`src/rtl/chain_pkg.sv`:
```
package chain_pkg;

    typedef enum logic [2:0] {
        ST_IDLE,
        ST_HREQ,
        ST_HWAIT,
        ST_CMP_RD,
        ST_CMP_CHK,
        ST_FINISH
    } seq_st_e;

    localparam logic [1:0] LINK_NONE   = 2'd0;
    localparam logic [1:0] LINK_TARGET = 2'd1;
    localparam logic [1:0] LINK_SECT   = 2'd2;
    localparam logic [1:0] LINK_ANCHOR = 2'd3;

endpackage

```
`src/rtl/chain_addr_gen.sv`:
```
module chain_addr_gen
    import chain_pkg::*;
#(
    parameter int ADDR_W  = 16,
    parameter int LEN_W   = 16,
    parameter int WPD     = 8,
    parameter int N_SEC   = 4,
    parameter int N_ENT   = 8,
    parameter int SEC_W   = 2,
    parameter int IDX_W   = 3,
    parameter int L2_BASE = 256,
    parameter int L1_BASE = 64
) (
    input  logic [1:0]        link_i,
    input  logic [SEC_W-1:0]  sec_i,
    input  logic [IDX_W-1:0]  idx_i,
    input  logic [ADDR_W-1:0] tbase_i,
    input  logic [LEN_W-1:0]  tlen_i,
    output logic [ADDR_W-1:0] hbase_o,
    output logic [LEN_W-1:0]  hlen_o,
    output logic [ADDR_W-1:0] ref_base_o,
    output logic              use_rom_o
);
    localparam int SECT_WORDS = N_ENT * WPD;
    localparam int L1_WORDS   = N_SEC * WPD;

    logic [31:0] ent_off;
    logic [31:0] sect_off;
    logic [31:0] l1_off;

    always_comb begin
        ent_off  = (32'(sec_i) * 32'(N_ENT) + 32'(idx_i)) * 32'(WPD);
        sect_off = 32'(sec_i) * 32'(SECT_WORDS);
        l1_off   = 32'(sec_i) * 32'(WPD);
    end

    always_comb begin
        hbase_o    = '0;
        hlen_o     = '0;
        ref_base_o = '0;
        use_rom_o  = 1'b0;
        unique case (link_i)
            LINK_TARGET: begin
                hbase_o    = tbase_i;
                hlen_o     = tlen_i;
                ref_base_o = ADDR_W'(32'(L2_BASE) + ent_off);
            end
            LINK_SECT: begin
                hbase_o    = ADDR_W'(32'(L2_BASE) + sect_off);
                hlen_o     = LEN_W'(SECT_WORDS);
                ref_base_o = ADDR_W'(32'(L1_BASE) + l1_off);
            end
            LINK_ANCHOR: begin
                hbase_o    = ADDR_W'(L1_BASE);
                hlen_o     = LEN_W'(L1_WORDS);
                use_rom_o  = 1'b1;
            end
            default: begin
                hbase_o    = '0;
            end
        endcase
    end

endmodule

```
`config.mk`:
```
export PLATFORM = sky130hd
export DESIGN_NAME = chain_addr_gen
export DESIGN_NICKNAME = d
export VERILOG_FILES = /design/src/rtl/chain_pkg.sv /design/src/rtl/chain_addr_gen.sv
export SDC_FILE = /design/constraint.sdc
export NUM_CORES = 1
export LEC_CHECK = 0
export BUFFER_PORTS_ARGS = -buffer_cell sky130_fd_sc_hd__clkbuf_2
export CAP_MARGIN = 25
export CORE_UTILIZATION = 30
export DETAILED_ROUTE_END_ITERATION = 8
export PLACE_DENSITY = 0.95
export SLEW_MARGIN = 20
export SYNTH_ARGS = -nofsm -noshare
export SYNTH_HDL_FRONTEND = slang
export SYNTH_SLANG_ARGS = --single-unit
```
`constraint.sdc`:
```
create_clock -name vclk -period 2.8
set_input_delay 0.84 -clock vclk [all_inputs]
set_output_delay 0.84 -clock vclk [all_outputs]
set_load 0.1 [all_outputs]
```
==> run_results.csv, run 1 <==
group,metric,value,unit
run_status,outcome,"did not finish",
run_status,lastStage,"detailed placement",
run_status,stop_error,"[ERROR DPL-0038] Utilization greater than 100%, impossible to legalize",
logic_synthesis,ys_warn_count,0,
logic_synthesis,ys_top_cells_by_area,"and2_1, buf_4, ha_1",
logic_synthesis,syn-cell-area,481.7,um^2
logic_synthesis,ys_types,14,
floorplanning,fp.dieW,42.07,um
logic_synthesis,synth_top_cell_area_share,0.3766,
floorplanning,num_io_pins,88,
logic_synthesis,yosysMostFrequentCell,"and2_1",
placement,gp_congestion,0.7127,
logic_synthesis,syn_avg_cell_area,6.882,um^2
logic_synthesis,yosysSeqAreaShare,0,
floorplanning,initial_core_util,0.3198,
floorplanning,die_y,42.07,um
logic_synthesis,synth_common_cells,"and2_1, buf_4, nand2_1",
placement,port_buffers,78,
floorplanning,row_count,14,
logic_synthesis,yosysTopAreaCell,"and2_1",
logic_synthesis,synthCells,70,
metrics by stage:
stage | setup WS, ps | area, um^2 | instances | hold slack (ps)
global placement | 84.67 | 1528 | 161 | 2072
floorplan | 11.28 | 624.3 | 79 | 1930
kinds of logic after synthesis:
kind of cell	share of synthesized area
and+or+nand+nor	0.4909
adders and majority gates	0.1299
other	0.007785
AOI/OAI and AO/OA	0.1065
buffers and inverters	0.2649
==> run 2, diff against run 1 <==
- CORE_AREA: unset -> 2 2 63 65
- CORE_UTILIZATION: 30 -> unset
- DIE_AREA: unset -> 0 0 65 67
- PLACE_DENSITY: 0.95 -> unset
- PLACE_DENSITY_LB_ADDON: unset -> 0.15
==> run 2 against run 1 <==
Against the previous run: the flow now finishes without violations; synthesized area did not move; synthesized cell count did not move.
==> run_results.csv, run 2 <==
group,metric,value,unit
run_status,outcome,"finished clean",
detailed_routing,ant_nets,0,
logic_synthesis,ys_warn_count,0,
global_route,grt_overflow,0,
placement,gp_congestion,0.6658,
floorplanning,initial_core_util,0.1336,
floorplanning,die_y,67,um
sta,drv_slew,0,
critical_path,cp.required,1960,ps
detailed_routing,met1_length,624,um
cells_and_area,diodes,0,
worst_hold_path,min_from,"tbase_i[10]",
cells_and_area,final_common_cell,"buf_12",
floorplanning,fp.dieW,65,um
detailed_routing,drc,0,
power,cellPowerDensity,287.2,mW/mm^2
worst_hold_path,holdPathEnd,"hbase_o[10]",
sta,tns,0,ps
detailed_routing,highest_layer,"met3",
logic_synthesis,synthCells,70,
power,power_leakage,0.7829,nW
detailed_routing,routed_wirelength,2036,um
detailed_routing,vias,729,
logic_synthesis,synth_top_cell_area_share,0.3766,
critical_path,endpoint_kind,"primary output",
global_route,grt_usage,0.09126,
cells_and_area,seq_cell_count,0,
logic_synthesis,syn_avg_cell_area,6.882,um^2
worst_hold_path,min_path_cells,3,
logic_synthesis,yosysTopAreaCell,"and2_1",
logic_synthesis,yosysSeqAreaShare,0,
detailed_routing,drt_iter0_markers,6,
worst_hold_path,min_path_type,"input port to primary output",
cells_and_area,final_cell_mix,"buf_12, clkbuf_2, and2_2",
sta,fin_hold_ws,2073,ps
critical_path,path_cells,"clkbuf_2 -> buf_4 -> inv_1 -> ha_1 -> nand2_2 -> a21oi_4 -> buf_12",
placement,dpl.hpwl,2006,um
logic_synthesis,synth_common_cells,"and2_1, buf_4, nand2_1",
critical_path,slowest_delay,220,ps
clock_network,ctsHoldBuffers,0,
detailed_routing,drt-vias-per-instance,3.682,
logic_synthesis,yosysMostFrequentCell,"and2_1",
floorplanning,num_io_pins,88,
floorplanning,core-area,0.003606,mm^2
power,peakVddDrop,115.4,uV
placement,place_inst,198,
detailed_routing,wl_met3,286,um
global_route,antenna_found_initial,0,
critical_path,cp_max_fo,6,
logic_synthesis,ys_types,14,
cells_and_area,clkbuf_count,0,
detailed_routing,wl_met2,1125,um
detailed_routing,wire_per_inst,10.28,um
critical_path,startpoint_type,"input port",
cells_and_area,register_area,0,um^2
placement,port_buffers,78,
global_route,grt_pass1_vias,765,
global_route,grt_max_degree,12,
floorplanning,row_count,22,
sta,setup_viol,0,
cells_and_area,drive_gt1_frac,0.8267,
sta,timing.final.crit_period,2713,ps
logic_synthesis,syn-cell-area,481.7,um^2
global_route,grt_pass1_wl,3249,um
sta,hold_violations,0,
detailed_routing,firstDrtPassIters,2,
cells_and_area,fin_nets,196,
critical_path,critical_path_class,"input port to primary output",
cells_and_area,areaGrowthSynthToFinish,239.5,%
sta,max_clock_freq,368.7,MHz
sta,layout_worst_path_cycle_share,0.9688,
critical_path,slowest_stage,"ha_1",
floorplanning,dieArea,0.004355,mm^2
flow_run,maxCapViolCount,0,
sta,rsz0062_at_grt,"false",
critical_path,critical_path_arrival,1870,ps
cells_and_area,n_fill_cell,345,
cells_and_area,final_cells,198,
logic_synthesis,ys_top_cells_by_area,"and2_1, buf_4, ha_1",
## run 2: cell counts after synthesis
Identical to the previous run, type by type.
## run 2: cells by family (layout without fill, tap and decap cells)
| logic type | Yosys count | in the layout | synth area share |
|---|---|---|---|
| compound gates | 7 | 7 | 0.1065 |
| fa+ha+maj | 5 | 5 | 0.1299 |
| buf+inv | 16 | 87 | 0.2649 |
| other cells | 1 | 10 | 0.007785 |
| simple gates | 41 | 41 | 0.4909 |
## run 2: layout make-up
class	count	area (um^2)	area share
inverters	2	7.507	0.004591
well taps	48	60.06	0.03673
repair buffers	85	1066	0.6519
multi-input cells	63	501.7	0.3068
## run 2: critical path: cells and delay by family
kind,cells,cell delay [ps]
simple gates,1,110
buf+inv,4,510
fa+ha+maj,1,220
compound gates,1,190
## run 2: repair_timing
item | 4_1_cts | 5_1_grt
endpoints found under the hold margin | 0 | 0
gates resized for setup | 0 | 2
endpoints found under the setup margin | 0 | 1
setup buffers | 0 | 0
## run 2: through the flow
step	power, mW	utilization	worst slack [ps]	instance area (um^2)
2_1_floorplan	0.3183	-	11.28	624.3
3_3_place_gp	0.4689	0.4521	93.04	1630
5_1_grt	0.4851	0.4535	9.613	1635
4_1_cts	0.4731	0.4521	45.38	1630
6_report	0.4696	0.4535	87.45	1635
3_5_place_dp	0.4726	0.4521	53.04	1630
## run 2: worst max-delay path by stage
stage              start           to  slack [ps]  cells past startpoint
6_report       link_i[0]   hbase_o[6]          90                      7
5_1_grt        link_i[0]   hbase_o[6]          10                      7
4_1_cts        link_i[0]   hbase_o[6]          50                      7
3_5_place_dp   link_i[0]   hbase_o[6]          50                      7
3_3_place_gp   link_i[0]   hbase_o[6]          90                      7
2_1_floorplan  link_i[1]  hbase_o[10]          10                      4
## run 2: power by group
group          leakage [nW]  switching (mW)  internal (mW)  total (mW)
Combinational         0.783           0.313          0.157       0.470
Sequential                0               0              0           0
Clock                     0               0              0           0
## run 2: routing by layer
metal,GRT usage,vias to the layer above
li1,-,353
met5,0,-
met1,0.08400,319
met4,0,0
met2,0.1972,57
met3,0.03378,0
No activity file was read; power rests on OpenSTA's default activity.
==> run 3, diff against run 2 <==
- PLACE_DENSITY_LB_ADDON: 0.15 -> unset
==> run 3 against run 2 <==
Against the previous run: global-route usage decreased by 0.96 points; setup slack worse by 23 ps; cell area fell by 4.4%; hold slack is essentially flat; total power decreased by 2.8%; via count decreased by 5.8%; maximum frequency fell by 0.82%; critical path depth decreased by 1; die area unchanged.
==> run_results.csv, run 3 (same netlist as run 2, synthesis figures left out) <==
group,metric,value,unit
global_route,grt_pass1_vias,629,
flow_run,maxCapViolCount,0,
detailed_routing,wl_met3,165,um
global_route,grt_overflow,0,
critical_path,startpoint_type,"input port",
floorplanning,fp.dieW,65,um
cells_and_area,seq_cell_count,0,
cells_and_area,post-route-util,0.4334,
detailed_routing,drc,0,
detailed_routing,ant_nets,0,
sta,rsz0062_at_grt,"false",
cells_and_area,areaGrowthSynthToFinish,224.4,%
cells_and_area,fin_nets,192,
detailed_routing,firstDrtPassIters,2,
detailed_routing,drt_iter0_markers,2,
detailed_routing,wl_met2,1227,um
floorplanning,die_y,67,um
cells_and_area,final_cell_mix,"clkbuf_2, buf_12, and2_2",
sta,layout_worst_path_cycle_share,0.9768,
global_route,grt_max_degree,27,
floorplanning,row_count,22,
sta,timing.final.crit_period,2735,ps
detailed_routing,drt-vias-per-instance,3.541,
cells_and_area,register_area,0,um^2
cells_and_area,diodes,0,
clock_network,cts-resized-gates,0,
floorplanning,num_io_pins,88,
detailed_routing,wire_per_inst,10.01,um
cells_and_area,drive_gt1_frac,0.8082,
cells_and_area,clkbuf_count,0,
run_status,outcome,"finished clean",
clock_network,ctsHoldBuffers,0,
detailed_routing,routed_wirelength,1941,um
power,power,0.4563,mW
sta,fin_hold_ws,2072,ps
placement,dpl.hpwl,1856,um
critical_path,cp.required,1960,ps
detailed_routing,vias,687,
worst_hold_path,min_path_type,"input port to primary output",
placement,port_buffers,78,
global_route,grt_usage,0.08168,
sta,tns,0,ps
sta,max_clock_freq,365.6,MHz
sta,drv_slew,0,
floorplanning,core-area,0.003606,mm^2
sta,hold_violations,0,
detailed_routing,highest_layer,"met3",
global_route,grt_pass1_wl,2898,um
detailed_routing,met1_length,548,um
critical_path,critical_path_arrival,1900,ps
critical_path,endpoint_kind,"primary output",
floorplanning,dieArea,0.004355,mm^2
critical_path,critical_path_class,"input port to primary output",
placement,gp_congestion,0.6958,
global_route,antenna_found_initial,0,
power,peakVddDrop,138.8,uV
clock_network,post-cts-setup-buffers,0,
sta,setup_viol,0,
critical_path,cp_max_fo,11,
power,power_leakage,0.7510,nW
power,cellPowerDensity,292.0,mW/mm^2
floorplanning,initial_core_util,0.1336,
==> run 3: layer usage <==
metal	up-vias	GRT usage
li1	347	-
met2	31	0.1856
met5	-	0
met3	0	0.01689
met4	0	0
met1	309	0.07600
==> run 3: area by class of cell <==
class	instances	area (um^2)
Fill cell	350	2043
Inverter	2	7.507
Multi-Input combinational cell	63	496.7
Tap cell	48	60.06
Timing Repair Buffer	81	998.5
==> run 3: path summary, 6_finish.rpt <==
kind	startpoint	to	cells past startpoint
hold / removal	tbase_i[8]	hbase_o[8]	4
setup / recovery	link_i[0]	hbase_o[6]	6
==> run 3: metrics by stage <==
stage	instances	setup WS, ps	area, um^2
floorplan	79	11.28	624.3
global placement	194	85.17	1563
detailed placement	194	55.90	1563
CTS	194	58.84	1563
global route	194	0.3175	1563
finish	194	64.92	1563
==> run 3: where the power goes <==
group / switching, mW / internal, mW / total, mW
Clock: 0 / 0 / 0
Sequential: 0 / 0 / 0
Combinational: 0.309 / 0.147 / 0.456
Total: 0.309 / 0.147 / 0.456
==> run 3: worst max-delay path: stages <==
cell	delay, ps
clkbuf_2	150
ha_1	240
buf_4	180
a21oi_1	220
a21oi_4	90
buf_12	170
